## src/rtl/bl_pkg.sv

```systemverilog
package bl_pkg;
    localparam int PER_W   = 16;
    localparam int LEG_W   = 8;
    localparam int CNT_W   = PER_W + LEG_W;
    localparam int WORD_W  = 2 * PER_W;
    localparam int CFG_W   = 4;
    localparam logic [LEG_W-1:0] LEG_SCALE = {LEG_W{1'b1}};

    typedef struct packed {
        logic invert;
        logic combo;
        logic active_low;
        logic enable;
    } cfg_t;

    typedef struct packed {
        logic [PER_W-1:0] period;
        logic [PER_W-1:0] duty;
    } ctrl_t;

    typedef enum logic [1:0] {
        ST_IDLE = 2'd0,
        ST_RUN  = 2'd1,
        ST_STOP = 2'd2
    } run_state_e;

    function automatic logic [CNT_W-1:0] widen_mul(input logic [PER_W-1:0] a,
                                                   input logic [LEG_W-1:0] b);
        return CNT_W'(a) * CNT_W'(b);
    endfunction
endpackage

```

## src/rtl/bl_regs.sv

```systemverilog
module bl_regs
    import bl_pkg::*;
#(
    parameter logic [PER_W-1:0] DEF_PERIOD = 16'h0F42
) (
    input  logic              clk,
    input  logic              rst,
    input  logic              wr,
    input  logic [1:0]        addr,
    input  logic [WORD_W-1:0] wdata,
    output ctrl_t             ctrl,
    output cfg_t              cfg,
    output logic [LEG_W-1:0]  legacy
);
    ctrl_t wr_ctrl;

    always_comb begin
        wr_ctrl = wdata;
        if (wr_ctrl.period == '0)
            wr_ctrl.period = DEF_PERIOD;
    end

    always_ff @(posedge clk) begin
        if (rst) begin
            ctrl.period <= DEF_PERIOD;
            ctrl.duty   <= '0;
            cfg         <= '0;
            legacy      <= LEG_W'(1);
        end else if (wr) begin
            case (addr)
                2'd0: ctrl <= wr_ctrl;
                2'd1: begin
                    cfg <= cfg_t'(wdata[CFG_W-1:0]);
                    // bring-up at full brightness when no level was stored
                    if (wdata[0] && !cfg.enable && ctrl.duty == '0)
                        ctrl.duty <= ctrl.period;
                end
                2'd2: legacy <= wdata[LEG_W-1:0];
                default: ;
            endcase
        end
    end
endmodule

```

## src/rtl/bl_level_calc.sv

```systemverilog
module bl_level_calc
    import bl_pkg::*;
(
    input  ctrl_t             ctrl,
    input  cfg_t              cfg,
    input  logic [LEG_W-1:0]  legacy,
    output logic [CNT_W-1:0]  eff_max,
    output logic [CNT_W-1:0]  eff_level,
    output logic [CNT_W-1:0]  hw_duty
);
    always_comb begin
        if (cfg.combo) begin
            eff_max   = widen_mul(ctrl.period, LEG_SCALE);
            eff_level = widen_mul(ctrl.duty, legacy);
        end else begin
            eff_max   = CNT_W'(ctrl.period);
            eff_level = CNT_W'(ctrl.duty);
        end
        if (!cfg.invert)
            hw_duty = eff_level;
        else if (eff_level >= eff_max)
            hw_duty = '0;
        else
            hw_duty = eff_max - eff_level;
    end
endmodule

```

## src/rtl/bl_pwm_core.sv

```systemverilog
module bl_pwm_core
    import bl_pkg::*;
(
    input  logic             clk,
    input  logic             rst,
    input  logic             enable,
    input  logic [CNT_W-1:0] tgt_period,
    input  logic [CNT_W-1:0] tgt_duty,
    output logic             active,
    output logic             run,
    output logic             stop,
    output logic [CNT_W-1:0] cnt,
    output logic [CNT_W-1:0] sh_period,
    output logic [CNT_W-1:0] sh_duty
);
    run_state_e st;
    logic       wrap;

    assign wrap = (cnt == sh_period - CNT_W'(1));

    always_ff @(posedge clk) begin
        if (rst) begin
            st        <= ST_IDLE;
            cnt       <= '0;
            sh_period <= '0;
            sh_duty   <= '0;
        end else begin
            case (st)
                ST_IDLE: begin
                    if (enable) begin
                        st        <= ST_RUN;
                        cnt       <= '0;
                        sh_period <= tgt_period;
                        sh_duty   <= tgt_duty;
                    end
                end
                ST_RUN: begin
                    cnt <= wrap ? '0 : cnt + CNT_W'(1);
                    if (!enable) begin
                        st      <= ST_STOP;
                        sh_duty <= '0;
                    end else if (wrap) begin
                        sh_period <= tgt_period;
                        sh_duty   <= tgt_duty;
                    end
                end
                ST_STOP: begin
                    if (wrap) begin
                        st  <= ST_IDLE;
                        cnt <= '0;
                    end else begin
                        cnt <= cnt + CNT_W'(1);
                    end
                end
                default: st <= ST_IDLE;
            endcase
        end
    end

    assign active = (st != ST_IDLE) && (cnt < sh_duty);
    assign run    = (st == ST_RUN);
    assign stop   = (st == ST_STOP);
endmodule

```

## src/rtl/bl_pwm_ctrl.sv

```systemverilog
module bl_pwm_ctrl
    import bl_pkg::*;
#(
    parameter logic [PER_W-1:0] DEF_PERIOD = 16'h0F42
) (
    input  logic              clk,
    input  logic              rst,
    input  logic              reg_wr,
    input  logic [1:0]        reg_addr,
    input  logic [WORD_W-1:0] reg_wdata,
    output logic [WORD_W-1:0] reg_rdata,
    output logic              bl_pwm
);
    ctrl_t            ctrl_q;
    cfg_t             cfg_q;
    logic [LEG_W-1:0] legacy_q;
    logic [CNT_W-1:0] eff_max, eff_level, hw_duty;
    logic             core_active, core_run, core_stop;
    logic [CNT_W-1:0] core_cnt, core_sh_period, core_sh_duty;
    logic             cfg_en, cfg_pol;
    logic [PER_W-1:0] ctrl_period, ctrl_duty;

    bl_regs #(.DEF_PERIOD(DEF_PERIOD)) u_regs (
        .clk(clk), .rst(rst), .wr(reg_wr), .addr(reg_addr), .wdata(reg_wdata),
        .ctrl(ctrl_q), .cfg(cfg_q), .legacy(legacy_q)
    );

    bl_level_calc u_calc (
        .ctrl(ctrl_q), .cfg(cfg_q), .legacy(legacy_q),
        .eff_max(eff_max), .eff_level(eff_level), .hw_duty(hw_duty)
    );

    bl_pwm_core u_core (
        .clk(clk), .rst(rst), .enable(cfg_q.enable),
        .tgt_period(eff_max), .tgt_duty(hw_duty),
        .active(core_active), .run(core_run), .stop(core_stop),
        .cnt(core_cnt), .sh_period(core_sh_period), .sh_duty(core_sh_duty)
    );

    assign cfg_en      = cfg_q.enable;
    assign cfg_pol     = cfg_q.active_low;
    assign ctrl_period = ctrl_q.period;
    assign ctrl_duty   = ctrl_q.duty;
    assign bl_pwm      = core_active ^ cfg_pol;

    always_comb begin
        case (reg_addr)
            2'd0:    reg_rdata = ctrl_q;
            2'd1:    reg_rdata = WORD_W'(cfg_q);
            2'd2:    reg_rdata = WORD_W'(legacy_q);
            default: reg_rdata = WORD_W'(eff_level);
        endcase
    end
endmodule

```

## config.mk

```make
export PLATFORM = sky130hd
export DESIGN_NAME = bl_pwm_ctrl
export DESIGN_NICKNAME = d
export VERILOG_FILES = /design/src/rtl/bl_pkg.sv /design/src/rtl/bl_regs.sv /design/src/rtl/bl_level_calc.sv /design/src/rtl/bl_pwm_core.sv /design/src/rtl/bl_pwm_ctrl.sv
export SDC_FILE = /design/constraint.sdc
export NUM_CORES = 1
export LEC_CHECK = 0
export BUFFER_PORTS_ARGS = -buffer_cell sky130_fd_sc_hd__buf_2
export CAP_MARGIN = 5
export CORE_MARGIN = 2
export CORE_UTILIZATION = 60
export DETAILED_ROUTE_END_ITERATION = 16
export MAX_ROUTING_LAYER = met4
export PLACE_DENSITY = 0.88
export SYNTH_ARGS = -nofsm -noshare
export SYNTH_HDL_FRONTEND = slang
export SYNTH_HIERARCHICAL = 1
export SYNTH_SLANG_ARGS = --single-unit
```

## constraint.sdc

```tcl
create_clock -name clk -period 9.9 [get_ports clk]
set_clock_uncertainty 0.15 [all_clocks]
set_input_delay 0.495 -clock clk [delete_from_list [all_inputs] [get_ports clk]]
set_output_delay 0.495 -clock clk [all_outputs]
set_load 0.005 [all_outputs]
```

==> results.txt <==
status: finished, final reports clean
Worst Tran Pin Value: 1.08 ns
Util after Layout: 65.1%
final setup vio count: 0
initial antenna violation count: 0
Core ar.: 26000 um^2
H-tree depth: 4
wire per inst: 21.1 um
vias in the first global route: 13.8k
top-count cell post-synth: inv_1
setup_tns: 0 ns
synth cell count leaders: inv_1, fa_1, ha_1, and2_1, dfxtp_1
die width: 167 um
fraction of layout cells with a size suffix above 1: 8.84%
DRC Markers: 0
first-pass GRT wire length: 73000 um
endpoints failing hold: 0
gr ovfl total: 0
Hold WC Path Type: in2reg
PortBufs: 69
register bit count reported by yosys: 118
Clock Sink Count: 118
number of synthesized flops with an enable pin: 0
unrepaired setup endpoints after global routing: no
HPWL after DPL: 34700 um
pin count of the biggest net entering global routing: 69
CTS tree: built
clk buf depth: 2
ys flop type: dfxtp_1
DRT Wirelength: 45700 um
Iter 0 DRT Violations: 1506
dominant cells by area after synthesis: fa_1, dfxtp_1, ha_1, inv_1, and2_1
Period Utilization, post-route: 81.5%
Slew Limit Fails: 0
Die Span Y: 167 um
Nets: 2152
post-CTS sizing: 0
full die area: 27800 um^2
Worst slew margin: 27.9%
CP Capture Type: flop
Synth Instances: 1798
root buf cell: clkbuf_16
share of the yosys chip area belonging to registers: 14.9%
Pwr Total: 0.00228 W
worst skew pair latency: 0.44 ns
Hold Buf Count CTS: 0
clock power share: 27.5%
Comb pwr share: 49.4%
Pwr Density: 135 nW/um^2
critical path class: reg2reg
DR vias/cell: 6.47
CP Launch Type: flop
Worst EP arrival: 8.24 ns
Total GRT Usage: 33.8%
Yosys warning count: 6
Post-CTS Setup Bufs: 0
gpl congestion: 0.993
Yosys top cell area share: 19.5%
static leakage: 8.00 nW
Post-synth ARST share: 0%
CP Max Fanout: 24
peak supply drop: 0.100 mV
antenna fix cells: 0
Achievable Freq: 0.124 GHz
row count: 59
Flop pwr share: 23.1%
Antenna Nets Post-Route: 0
clock transition at the registers of the reported paths: 0.08 ns
Post-Syn Nets: 2130
Internal Pwr Total: 0.00130 W
synthesized area: 15900 um^2
Avg Cell Area, Syn: 8.83 um^2
P_sw: 0.000980 W
Area Growth Syn to Fin: 6.57%
initial core utilization: 61.1%
MaxCap Viol Count: 0
Worst Path Required: 10.07 ns
DRT Pass-1 Iters: 5
Vias: 14.0k
CTS Buf Count: 17
synth unique cells: 91
Switching Fraction: 42.9%
min Tclk post-route: 8.07 ns
num ports: 70
Yosys top cell by area: fa_1
-- power groups by stage --
stage | logic, W | registers (W) | clock network, W
after detailed placement | 0.00109 | 0.000535 | 0
final | 0.00113 | 0.000527 | 0.000628
after floorplan | 0.000877 | 0.000514 | 0
after CTS | 0.00110 | 0.000525 | 0.000631
after global placement | 0.00106 | 0.000534 | 0
after global routing | 0.00124 | 0.000529 | 0.000648
-- registers in the layout, summed over array words and instances (netlist names) --
register          flops
u_regs/ctrl          32
u_core/sh_duty       24
u_regs/legacy         8
u_regs/cfg            4
u_core/sh_period     24
u_core/cnt           24
u_core/st             2
-- per-stage QoR --
stage                     instances  cell area (um^2)  hold WS [ns]  worst slack [ns]
after detailed placement       2136             16300         0.318              2.16
final                          2168             16900         0.155              1.83
after global routing           2168             16900         0.171              1.46
after floorplan                1798             15900         0.299              3.20
after global placement         2136             16300         0.313              2.35
after CTS                      2168             16900         0.143              2.08
-- worst max-delay path: stages (launching register included) --
cell and delay [ns]:
dfxtp_1 0.78, and2_1 0.25, fa_1 0.45, fa_1 0.52, fa_1 0.55, inv_1 0.05, fa_1 0.53, inv_1 0.04
ha_1 0.37, a2111oi_0 0.43, o21ai_1 0.19, nand3_2 0.19, o21ai_1 0.13, a21o_1 0.19, a21oi_1 0.18, xnor2_1 0.25
nand2_1 0.11, ha_1 0.44, nand2_2 0.11, nor2_2 0.13, and3_1 0.20, nand4_1 0.11, nor3_1 0.20, a311o_1 0.86
o22ai_1 0.26, a22o_1 0.26
-- routing by layer --
| layer | global-route usage (%) | vias to the layer above | wire, um |
|---|---|---|---|
| met3 | 6.06 | 146 | 3870 |
| met2 | 52.8 | 786 | 21100 |
| li1 | - | 6301 | - |
| met5 | - | - | 0 |
| met1 | 43.4 | 6794 | 18700 |
| met4 | 14.5 | 0 | 2010 |
-- cells by family (layout without fill, tap and decap cells) --
family	after synthesis	after routing	share of synthesized area, %
buffers and inverters	296	331	7.59
and+or+nand+nor	527	527	18.5
AOI/OAI and AO/OA	387	387	17.7
DFF	118	118	14.9
muxes	84	84	5.69
adders and majority gates	295	295	30.6
xor gates and xnor gates	91	91	5.02
-- placed cells by master (no fill, tap or decap), drive strengths merged, types with 11 or more instances in the layout --
cell type	instances
nor2	89
o22ai	22
nand4	23
xor2	36
nand3	24
and3	18
o21a	16
fa	155
ha	140
nand2b	16
a21o	42
dfxtp	118
nor4	17
a31oi	11
xnor2	55
a211oi	13
nand2	107
and2	125
buf	77
mux2i	70
o31ai	24
o21ai	52
or4b	16
nor3b	12
a22o	50
nor3	36
o211ai	24
a21oi	74
inv	230
o311ai	11
clkbuf	17
-- final timing paths --
check | startpoint | to | slack, ns | cells past startpoint
setup / recovery | u_regs/legacy[6]$_SDFFE_PP0P_ | u_core/sh_duty[14]$_SDFFE_PP0P_ | 1.83 | 25
hold / removal | reg_wdata[28] | u_regs/ctrl[28]$_SDFFE_PP0P_ | 0.15 | 3
setup reg to reg | u_regs/legacy[6]$_SDFFE_PP0P_ | u_core/sh_duty[14]$_SDFFE_PP0P_ | 1.83 | 25
hold reg to reg | u_core/sh_duty[19]$_SDFFE_PP0P_ | u_core/sh_duty[19]$_SDFFE_PP0P_ | 0.33 | 1
-- area by class of cell --
cell class / instances / area, um^2
clock buffer: 17 / 425
clock inverter: 15 / 153
fill: 2052 / 9070
inverter: 222 / 833
multi-input combinational: 1384 / 12300
sequential: 118 / 2360
tap: 335 / 419
timing repair buffer: 77 / 405
(Power assumes the default switching activity.)
